**src/rtl/llsc_pkg.sv**
```systemverilog
package llsc_pkg;
  typedef enum logic [1:0] {
    K_LL  = 2'd0,
    K_SC  = 2'd1,
    K_ST  = 2'd2,
    K_RMW = 2'd3
  } acc_kind_e;
endpackage

```
**src/rtl/llsc_cam.sv**
```systemverilog
module llsc_cam #(
  parameter int ENTRIES = 4,
  parameter int LINE_W  = 8,
  parameter int ID_W    = 2
) (
  input  logic [ENTRIES-1:0] valid,
  input  logic [LINE_W-1:0]  lines  [ENTRIES],
  input  logic [ID_W-1:0]    owners [ENTRIES],
  input  logic [LINE_W-1:0]  key_line,
  input  logic [ID_W-1:0]    key_id,
  input  logic               check_owner,
  output logic [ENTRIES-1:0] hit_vec
);
  for (genvar i = 0; i < ENTRIES; i++) begin : g_cmp
    assign hit_vec[i] = valid[i] && (lines[i] == key_line) &&
                        (!check_owner || (owners[i] == key_id));
  end
endmodule

```
**src/rtl/llsc_victim.sv**
```systemverilog
module llsc_victim #(
  parameter int ENTRIES = 4,
  localparam int IDX_W = (ENTRIES > 1) ? $clog2(ENTRIES) : 1
) (
  input  logic [ENTRIES-1:0] valid,
  input  logic [IDX_W-1:0]   rr_ptr,
  output logic [IDX_W-1:0]   victim,
  output logic               use_rr
);
  always_comb begin
    victim = rr_ptr;
    use_rr = 1'b1;
    for (int i = ENTRIES - 1; i >= 0; i--) begin
      if (!valid[i]) begin
        victim = IDX_W'(i);
        use_rr = 1'b0;
      end
    end
  end
endmodule

```
**src/rtl/llsc_resv_monitor.sv**
```systemverilog
module llsc_resv_monitor
  import llsc_pkg::*;
#(
  parameter int ENTRIES = 4,
  parameter int LINE_W  = 8,
  parameter int ID_W    = 2,
  localparam int IDX_W  = (ENTRIES > 1) ? $clog2(ENTRIES) : 1
) (
  input  logic              clk,
  input  logic              rst,
  input  logic              mon_en,
  input  logic              ev_valid,
  input  logic [1:0]        ev_kind,
  input  logic [LINE_W-1:0] ev_line,
  input  logic [ID_W-1:0]   ev_id,
  input  logic              ev_present,
  input  logic              loss_valid,
  input  logic [LINE_W-1:0] loss_line,
  input  logic [ID_W-1:0]   loss_id,
  output logic              rsp_valid,
  output logic              rsp_ok
);
  logic [ENTRIES-1:0] ent_v;
  logic [LINE_W-1:0]  ent_line  [ENTRIES];
  logic [ID_W-1:0]    ent_owner [ENTRIES];
  logic [IDX_W-1:0]   rr_ptr;

  logic [ENTRIES-1:0] line_hit, own_hit;
  logic [IDX_W-1:0]   victim;
  logic               use_rr;

  llsc_cam #(.ENTRIES(ENTRIES), .LINE_W(LINE_W), .ID_W(ID_W)) u_line_cam (
    .valid(ent_v), .lines(ent_line), .owners(ent_owner),
    .key_line(ev_line), .key_id(ev_id), .check_owner(1'b0), .hit_vec(line_hit));

  llsc_cam #(.ENTRIES(ENTRIES), .LINE_W(LINE_W), .ID_W(ID_W)) u_own_cam (
    .valid(ent_v), .lines(ent_line), .owners(ent_owner),
    .key_line(ev_line), .key_id(ev_id), .check_owner(1'b1), .hit_vec(own_hit));

  llsc_victim #(.ENTRIES(ENTRIES)) u_victim (
    .valid(ent_v), .rr_ptr(rr_ptr), .victim(victim), .use_rr(use_rr));

  acc_kind_e kind;
  logic      act, is_ll, is_sc, is_wr, line_any, alloc;
  assign kind     = acc_kind_e'(ev_kind);
  assign act      = ev_valid && mon_en && ev_present;
  assign is_ll    = act && (kind == K_LL);
  assign is_sc    = act && (kind == K_SC);
  assign is_wr    = act && ((kind == K_ST) || (kind == K_RMW));
  assign line_any = |line_hit;
  assign alloc    = is_ll && !line_any;

  for (genvar i = 0; i < ENTRIES; i++) begin : g_ent
    logic              nv;
    logic [LINE_W-1:0] nl;
    logic [ID_W-1:0]   no;
    always_comb begin
      nv = ent_v[i];
      nl = ent_line[i];
      no = ent_owner[i];
      if (is_ll && line_hit[i]) no = ev_id;
      if (alloc && (victim == IDX_W'(i))) begin
        nv = 1'b1;
        nl = ev_line;
        no = ev_id;
      end
      if (is_sc && line_hit[i]) nv = 1'b0;
      if (is_wr && own_hit[i])  nv = 1'b0;
      if (loss_valid && (nl == loss_line) && (no == loss_id)) nv = 1'b0;
    end
    always_ff @(posedge clk) begin
      if (rst) begin
        ent_v[i]     <= 1'b0;
        ent_line[i]  <= '0;
        ent_owner[i] <= '0;
      end else begin
        ent_v[i]     <= nv;
        ent_line[i]  <= nl;
        ent_owner[i] <= no;
      end
    end
  end

  always_ff @(posedge clk) begin
    if (rst) begin
      rr_ptr    <= '0;
      rsp_valid <= 1'b0;
      rsp_ok    <= 1'b0;
    end else begin
      if (alloc && use_rr)
        rr_ptr <= (rr_ptr == IDX_W'(ENTRIES - 1)) ? '0 : rr_ptr + 1'b1;
      rsp_valid <= ev_valid;
      rsp_ok    <= ev_valid && (!is_sc || (|own_hit));
    end
  end

  // one entry per line
  p_line_unique_r1: assert property (@(posedge clk) disable iff (rst)
    $onehot0(line_hit));
  // load-linked always succeeds
  p_ll_ok_r1: assert property (@(posedge clk) disable iff (rst)
    (ev_valid && ev_kind == 2'd0) |=> rsp_ok);
  // store-conditional success needs an own lock
  p_sc_needs_lock_r2: assert property (@(posedge clk) disable iff (rst)
    (is_sc && !(|own_hit)) |=> !rsp_ok);
  // absent line reports success
  p_absent_ok_r5: assert property (@(posedge clk) disable iff (rst)
    (ev_valid && !ev_present) |=> rsp_ok);
  // disabled monitor reports success
  p_disabled_ok_r7: assert property (@(posedge clk) disable iff (rst)
    (ev_valid && !mon_en) |=> rsp_ok);
  // strobe follows an event by one cycle
  p_rsp_follows_r9: assert property (@(posedge clk) disable iff (rst)
    rsp_valid |-> $past(ev_valid));
  // no success bit without the strobe
  p_ok_gated_r9: assert property (@(posedge clk) disable iff (rst)
    rsp_ok |-> rsp_valid);
endmodule

```
**config.mk**
```make
export PLATFORM = sky130hd
export DESIGN_NAME = llsc_resv_monitor
export DESIGN_NICKNAME = d
export VERILOG_FILES = /design/src/rtl/llsc_pkg.sv /design/src/rtl/llsc_cam.sv /design/src/rtl/llsc_victim.sv /design/src/rtl/llsc_resv_monitor.sv
export SDC_FILE = /design/constraint.sdc
export NUM_CORES = 1
export LEC_CHECK = 0
export ABC_AREA = 1
export BUFFER_PORTS_ARGS = -buffer_cell sky130_fd_sc_hd__buf_2
export CAP_MARGIN = 10
export CORE_MARGIN = 4
export CORE_UTILIZATION = 35
export CTS_CLUSTER_DIAMETER = 40
export CTS_CLUSTER_SIZE = 30
export DETAILED_ROUTE_END_ITERATION = 8
export GPL_TIMING_DRIVEN = 0
export REMOVE_ABC_BUFFERS = 1
export SETUP_SLACK_MARGIN = 0.02
export SLEW_MARGIN = 25
export SYNTH_ARGS = -nofsm -noshare
export SYNTH_HDL_FRONTEND = slang
export SYNTH_HIERARCHICAL = 1
export SYNTH_SLANG_ARGS = --single-unit
export TNS_END_PERCENT = 50
```
**constraint.sdc**
```tcl
create_clock -name clk -period 2.6 [get_ports clk]
set_clock_uncertainty 0.05 [all_clocks]
set_input_delay 0.13 -clock clk [delete_from_list [all_inputs] [get_ports clk]]
set_output_delay 0.13 -clock clk [all_outputs]
set_load 0.05 [all_outputs]
```
# Word level (Yosys, flattened, before mapping)
# Index checks and enable logic that the tools add are counted.
# word_totals
register_bits,48
inputBits,28
wordCells,112
# op_classes
add_sub_neg,1
eq_ne,23
n_mux,21
reduce_logical,52
# op_table
operator,n
8-bit equality test,8
1-bit logical AND,40
8-bit two-way mux,4
2-bit two-way mux,13
4-bit OR reduction,6
2-bit equality test,8
"2-bit equality test, second input constant",5
"2-bit by 1-bit equality test with 1-bit output, second input constant",2
2-bit logical NOT,2
1-bit two-way mux,4
"2-bit by 1-bit adder with 2-bit output, second input constant",1
1-bit logical NOT,2
1-bit logical OR,2

# Depth between registers and ports, before layout
# depth
depth_word,11
ltp_mapped,20
depth_no_buf,20

# Modules after synthesis
# The synthesis kept the hierarchy.
# by_module_without_submodules
module,instances,cells_each,area_per_inst_um2
llsc_resv_monitor,1,507,3031.7
llsc_cam,2,180,716.9
llsc_victim,1,10,42.5

# Worst setup path after synthesis
# OpenSTA, ideal clock, no wires.
# synth_timing
kind,flip-flop to flip-flop
start,reg ent_line[30] (netlist bit)
end,reg ent_v[2]
setup_ps,119
arrival_ps,1848
t_required_ps,2431
setup_slack_ps,584
path_stages_with_launch,19
n_path_buf,1
period_less_slack_ps,2016
path_cell_list,dfxtp_1 -> inv_1 -> o21ai_0 -> nor2_1 -> nand3_1 -> nor2_1 -> inv_1 -> nand2_1 -> nor2_4 -> nand3_2 -> buf_2 -> nand2_1 -> nand2_1 -> nand2_1 -> nand2_1 -> nor2_1 -> nand3_1 -> nor2_1 -> nor2_1
# synth_via
elab_chain_len,11
word_cells_on_any_way,13
classes_between,eq/ne (3); mux (2); reduce/logical (8)
# synth_rtl
item,line,rtl
start: declaration,llsc_resv_monitor.sv:24,logic [LINE_W-1:0] ent_line [ENTRIES];
start signal: indexed assignment,llsc_resv_monitor.sv:78,ent_line[i] <= nl;
8-bit equality test *,llsc_cam.sv:15,assign hit_vec[i] = valid[i] && (lines[i] == key_line) &&
1-bit logical AND *,llsc_cam.sv:15,
via line_hit[0],llsc_resv_monitor.sv:28,"logic [ENTRIES-1:0] line_hit, own_hit;"
4-bit OR reduction *,llsc_resv_monitor.sv:50,assign line_any = |line_hit;
1-bit logical NOT *,llsc_resv_monitor.sv:51,assign alloc = is_ll && !line_any;
1-bit logical AND *,llsc_resv_monitor.sv:51,
1-bit logical AND *,llsc_resv_monitor.sv:62,if (alloc && (victim == IDX_W'(i))) begin
8-bit two-way mux,llsc_resv_monitor.sv:62,
8-bit equality test,llsc_resv_monitor.sv:69,if (loss_valid && (nl == loss_line) && (no == loss_id)) nv = 1'b0;
1-bit logical AND (2 in a row),llsc_resv_monitor.sv:69,
4-bit OR reduction (no line),--,
end signal: indexed assignment,llsc_resv_monitor.sv:77,ent_v[i] <= nv;
end: declaration,llsc_resv_monitor.sv:23,logic [ENTRIES-1:0] ent_v;
# The timed path passes the listed nets; every way through them passes the cells marked *.
# A chain may end at the register's enable or synchronous reset.

# Worst setup path in the final report
# layout_timing
start,reg ent_line[16] (netlist bit)
end,reg ent_v[0]
# Same word-level chain as after synthesis.

==> impl_metrics.tcl <==
set metrics [dict create \
    clock_path_buffers 2 \
    hp-class "in2reg" \
    ant_nets 0 \
    yosysUniqueCellTypes 32 \
    root_buffer "clkbuf_16" \
    swShare_pct 31.85 \
    ys_ff_latch 48 \
    combPwrFrac_pct 17.6 \
    grt_usage_pct 22.17 \
    die_area_sq_mm 0.01476 \
    ff_latch_area_sq_mm 0.001010 \
    power_mw 1.718 \
    antenna_found_initial 0 \
    dp.cells 1067 \
    start_util_pct 35.72 \
    ir_drop_mv 0.2655 \
    design_area_sq_mm 0.005487 \
    power.density_mw_per_mm2 313.1 \
    clock-sinks 48 \
    synth_ff_type "dfxtp_1" \
    drt_iter0_drc 695 \
    cts_tree "done" \
    routed_wl_um 17020 \
    final_cells 1109 \
    p_clk_share_pct 39.4 \
    vias 5521 \
    p_sw_mw 0.5472 \
    fin_crit_sh_pct 97.82 \
    fmax_mhz 393.2 \
    place.gp.congestion 0.9338 \
    p_int_mw 1.171 \
    core_sq_mm 0.01262 \
    seqPwrFrac_pct 43.0 \
    p_leak_nw 2.654 \
    startpoint_type "register" \
    diodes 0 \
    rows 41 \
    netlist.area_leader.share_pct 30.64 \
    clk_pin_slew_worst_paths_ps 70 \
    utilization_pct 43.48 \
    ios 30 \
    grt_pass1_vias 4712 \
    clkLatencyLatePin_ps 310 \
    wl_per_cell_um 15.35 \
    drcViolationCount 0 \
    fin_nets 966 \
    synth_seq_area_share_pct 21.32 \
    holdBufCountCts 0 \
    async_flop_share_pct 0 \
    status "finished clean" \
    cts_buffers 5 \
    dieWidth_um 121.5 \
    multi_input_area_sq_mm 0.003100 \
    hold_slack_ps 35.02 \
    drive_above_1_share_pct 16.01 \
    syn_inst 877 \
    cp_max_fo 8 \
    hold_violations 0 \
    synthTopCellsByArea "nand2_1 (31%), dfxtp_1 (21%), inv_1 (12%)" \
    drt_first_pass_iters 6 \
    tightest_slew_ps 1062 \
    netlist_area_sq_mm 0.004508 \
    timing.rr.start "ent_line[16]" \
    syn2layout_area_growth_pct 21.70 \
    vias_per_cell 4.978 \
    yosys.area.top_type "nand2_1" \
    rsz0062_at_grt "yes" \
    yosys_warnings 6 \
    slew_headroom_pct 29.21 \
    post_dp_cell_area_sq_mm 0.004792 \
    layout_commonest_cell "nand2_1" \
    worstSetupPathType "reg2reg" \
    final_cell_mix "nand2_1 (359), inv_1 (137), nor2_1 (98)" \
    nFillCells 1438 \
    dp_hpwl_um 11210 \
    drv_slew 0 \
    startpoint "ent_line[16]" \
    htree_num_levels 2 \
    portBuffers 29 \
    synth-edff-count 0 \
    grt_max_degree 48 \
    grt_pass1_wl_um 24950 \
    avgSynthCellArea_sq_um 5.140 \
    overflow 0 \
    min_period_ps 2543 \
    min_from "ev_valid" \
    required_ps 2750 \
    cp-end-kind "register" \
    setup_viol 0 \
    max-cap-violations 0 \
    worst_ep_arrival_time_ps 2700 \
    die_y_um 121.5 \
]
[final timing paths]
kind,to,slack (ps),cells after the start
setup reg to reg,ent_v[0],60,17
hold reg to reg,rr_ptr[1],450,2
hold / removal,rsp_valid,40,3
setup / recovery,ent_v[0],60,17
[kinds of logic after synthesis]
family / count (synthesis) / synth area share (%)
DFF: 48 / 21.32
AOI/OAI and AO/OA: 62 / 7.716
buffers and inverters: 168 / 14.82
and+or+nand+nor: 590 / 54.54
other: 2 / 0.1666
adders and majority gates: 1 / 0.2775
xor gates and xnor gates: 6 / 1.166
[what timing repair did]
action | 4_1_cts | 5_1_grt
buffers inserted | 11 | 19
pin swaps | 7 | 22
gates resized for setup | 28 | 58
setup endpoints to repair | 45 | 4
cloned | 3 | 2
[synthesized netlist by cell type, types with 3 or more instances]
cell type	n
nand2_1	368
inv_1	142
nor2_1	108
nand3_1	69
dfxtp_1	48
nand4_1	29
a21oi_1	24
o21ai_0	22
inv_2	9
buf_2	6
clkbuf_1	6
xnor2_1	6
o21ai_1	4
o221ai_1	4
a21boi_0	3
buf_6	3
nand3_2	3
o211ai_1	3
[cell type report]
type / instances / share of cell area (%)
clock buffer: 5 / 2.281
tap: 172 / 3.922
inverter: 151 / 10.49
clock inverter: 2 / 0.2281
timing repair buffer: 59 / 8.164
multi-input combinational: 672 / 56.51
sequential: 48 / 18.40
[layer usage]
layer  share of wire (%)  track usage [%]
met1                  43            29.49
met2                  44            34.27
met3                 9.2            5.688
met4                 4.2            8.683
met5                   0                0
[critical path: stages (launching register included)]
cell,delay [ps]
dfxtp_1,350
o21ai_0,180
nor2_1,80
nand3_2,130
nor2_4,60
inv_2,80
nand2_4,70
nor2_4,200
buf_4,240
nand3_2,240
nand2_1,170
o21ai_1,90
nand2_1,70
nand2_1,60
nor2_2,100
nand2_1,80
nor2_1,140
nor2_1,50
[sequential cells by signal (all words and copies together) (netlist names)]
| signal | count |
|---|---|
| rsp_valid | 1 |
| ent_line | 32 |
| rr_ptr | 2 |
| ent_v | 4 |
| rsp_ok | 1 |
| ent_owner | 8 |
[through the flow]
step | worst slack, ps | TNS, ps
2_1_floorplan | 163.4 | 0
3_3_place_gp | -1031 | -18550
3_5_place_dp | -998.3 | -17770
4_1_cts | 25.26 | 0
5_1_grt | -98.03 | -211.1
6_report | 56.66 | 0
[power by group through the flow]
| stage | Combinational, mW | Clock [mW] | Sequential [mW] |
|---|---|---|---|
| final | 0.303 | 0.678 | 0.738 |
| after global routing | 0.336 | 0.713 | 0.738 |
| after CTS | 0.286 | 0.688 | 0.743 |
| after detailed placement | 0.281 | 0 | 0.761 |
| after global placement | 0.281 | 0 | 0.761 |
| after floorplan | 0.151 | 0 | 0.766 |
No activity file was read; power rests on OpenSTA's default activity.
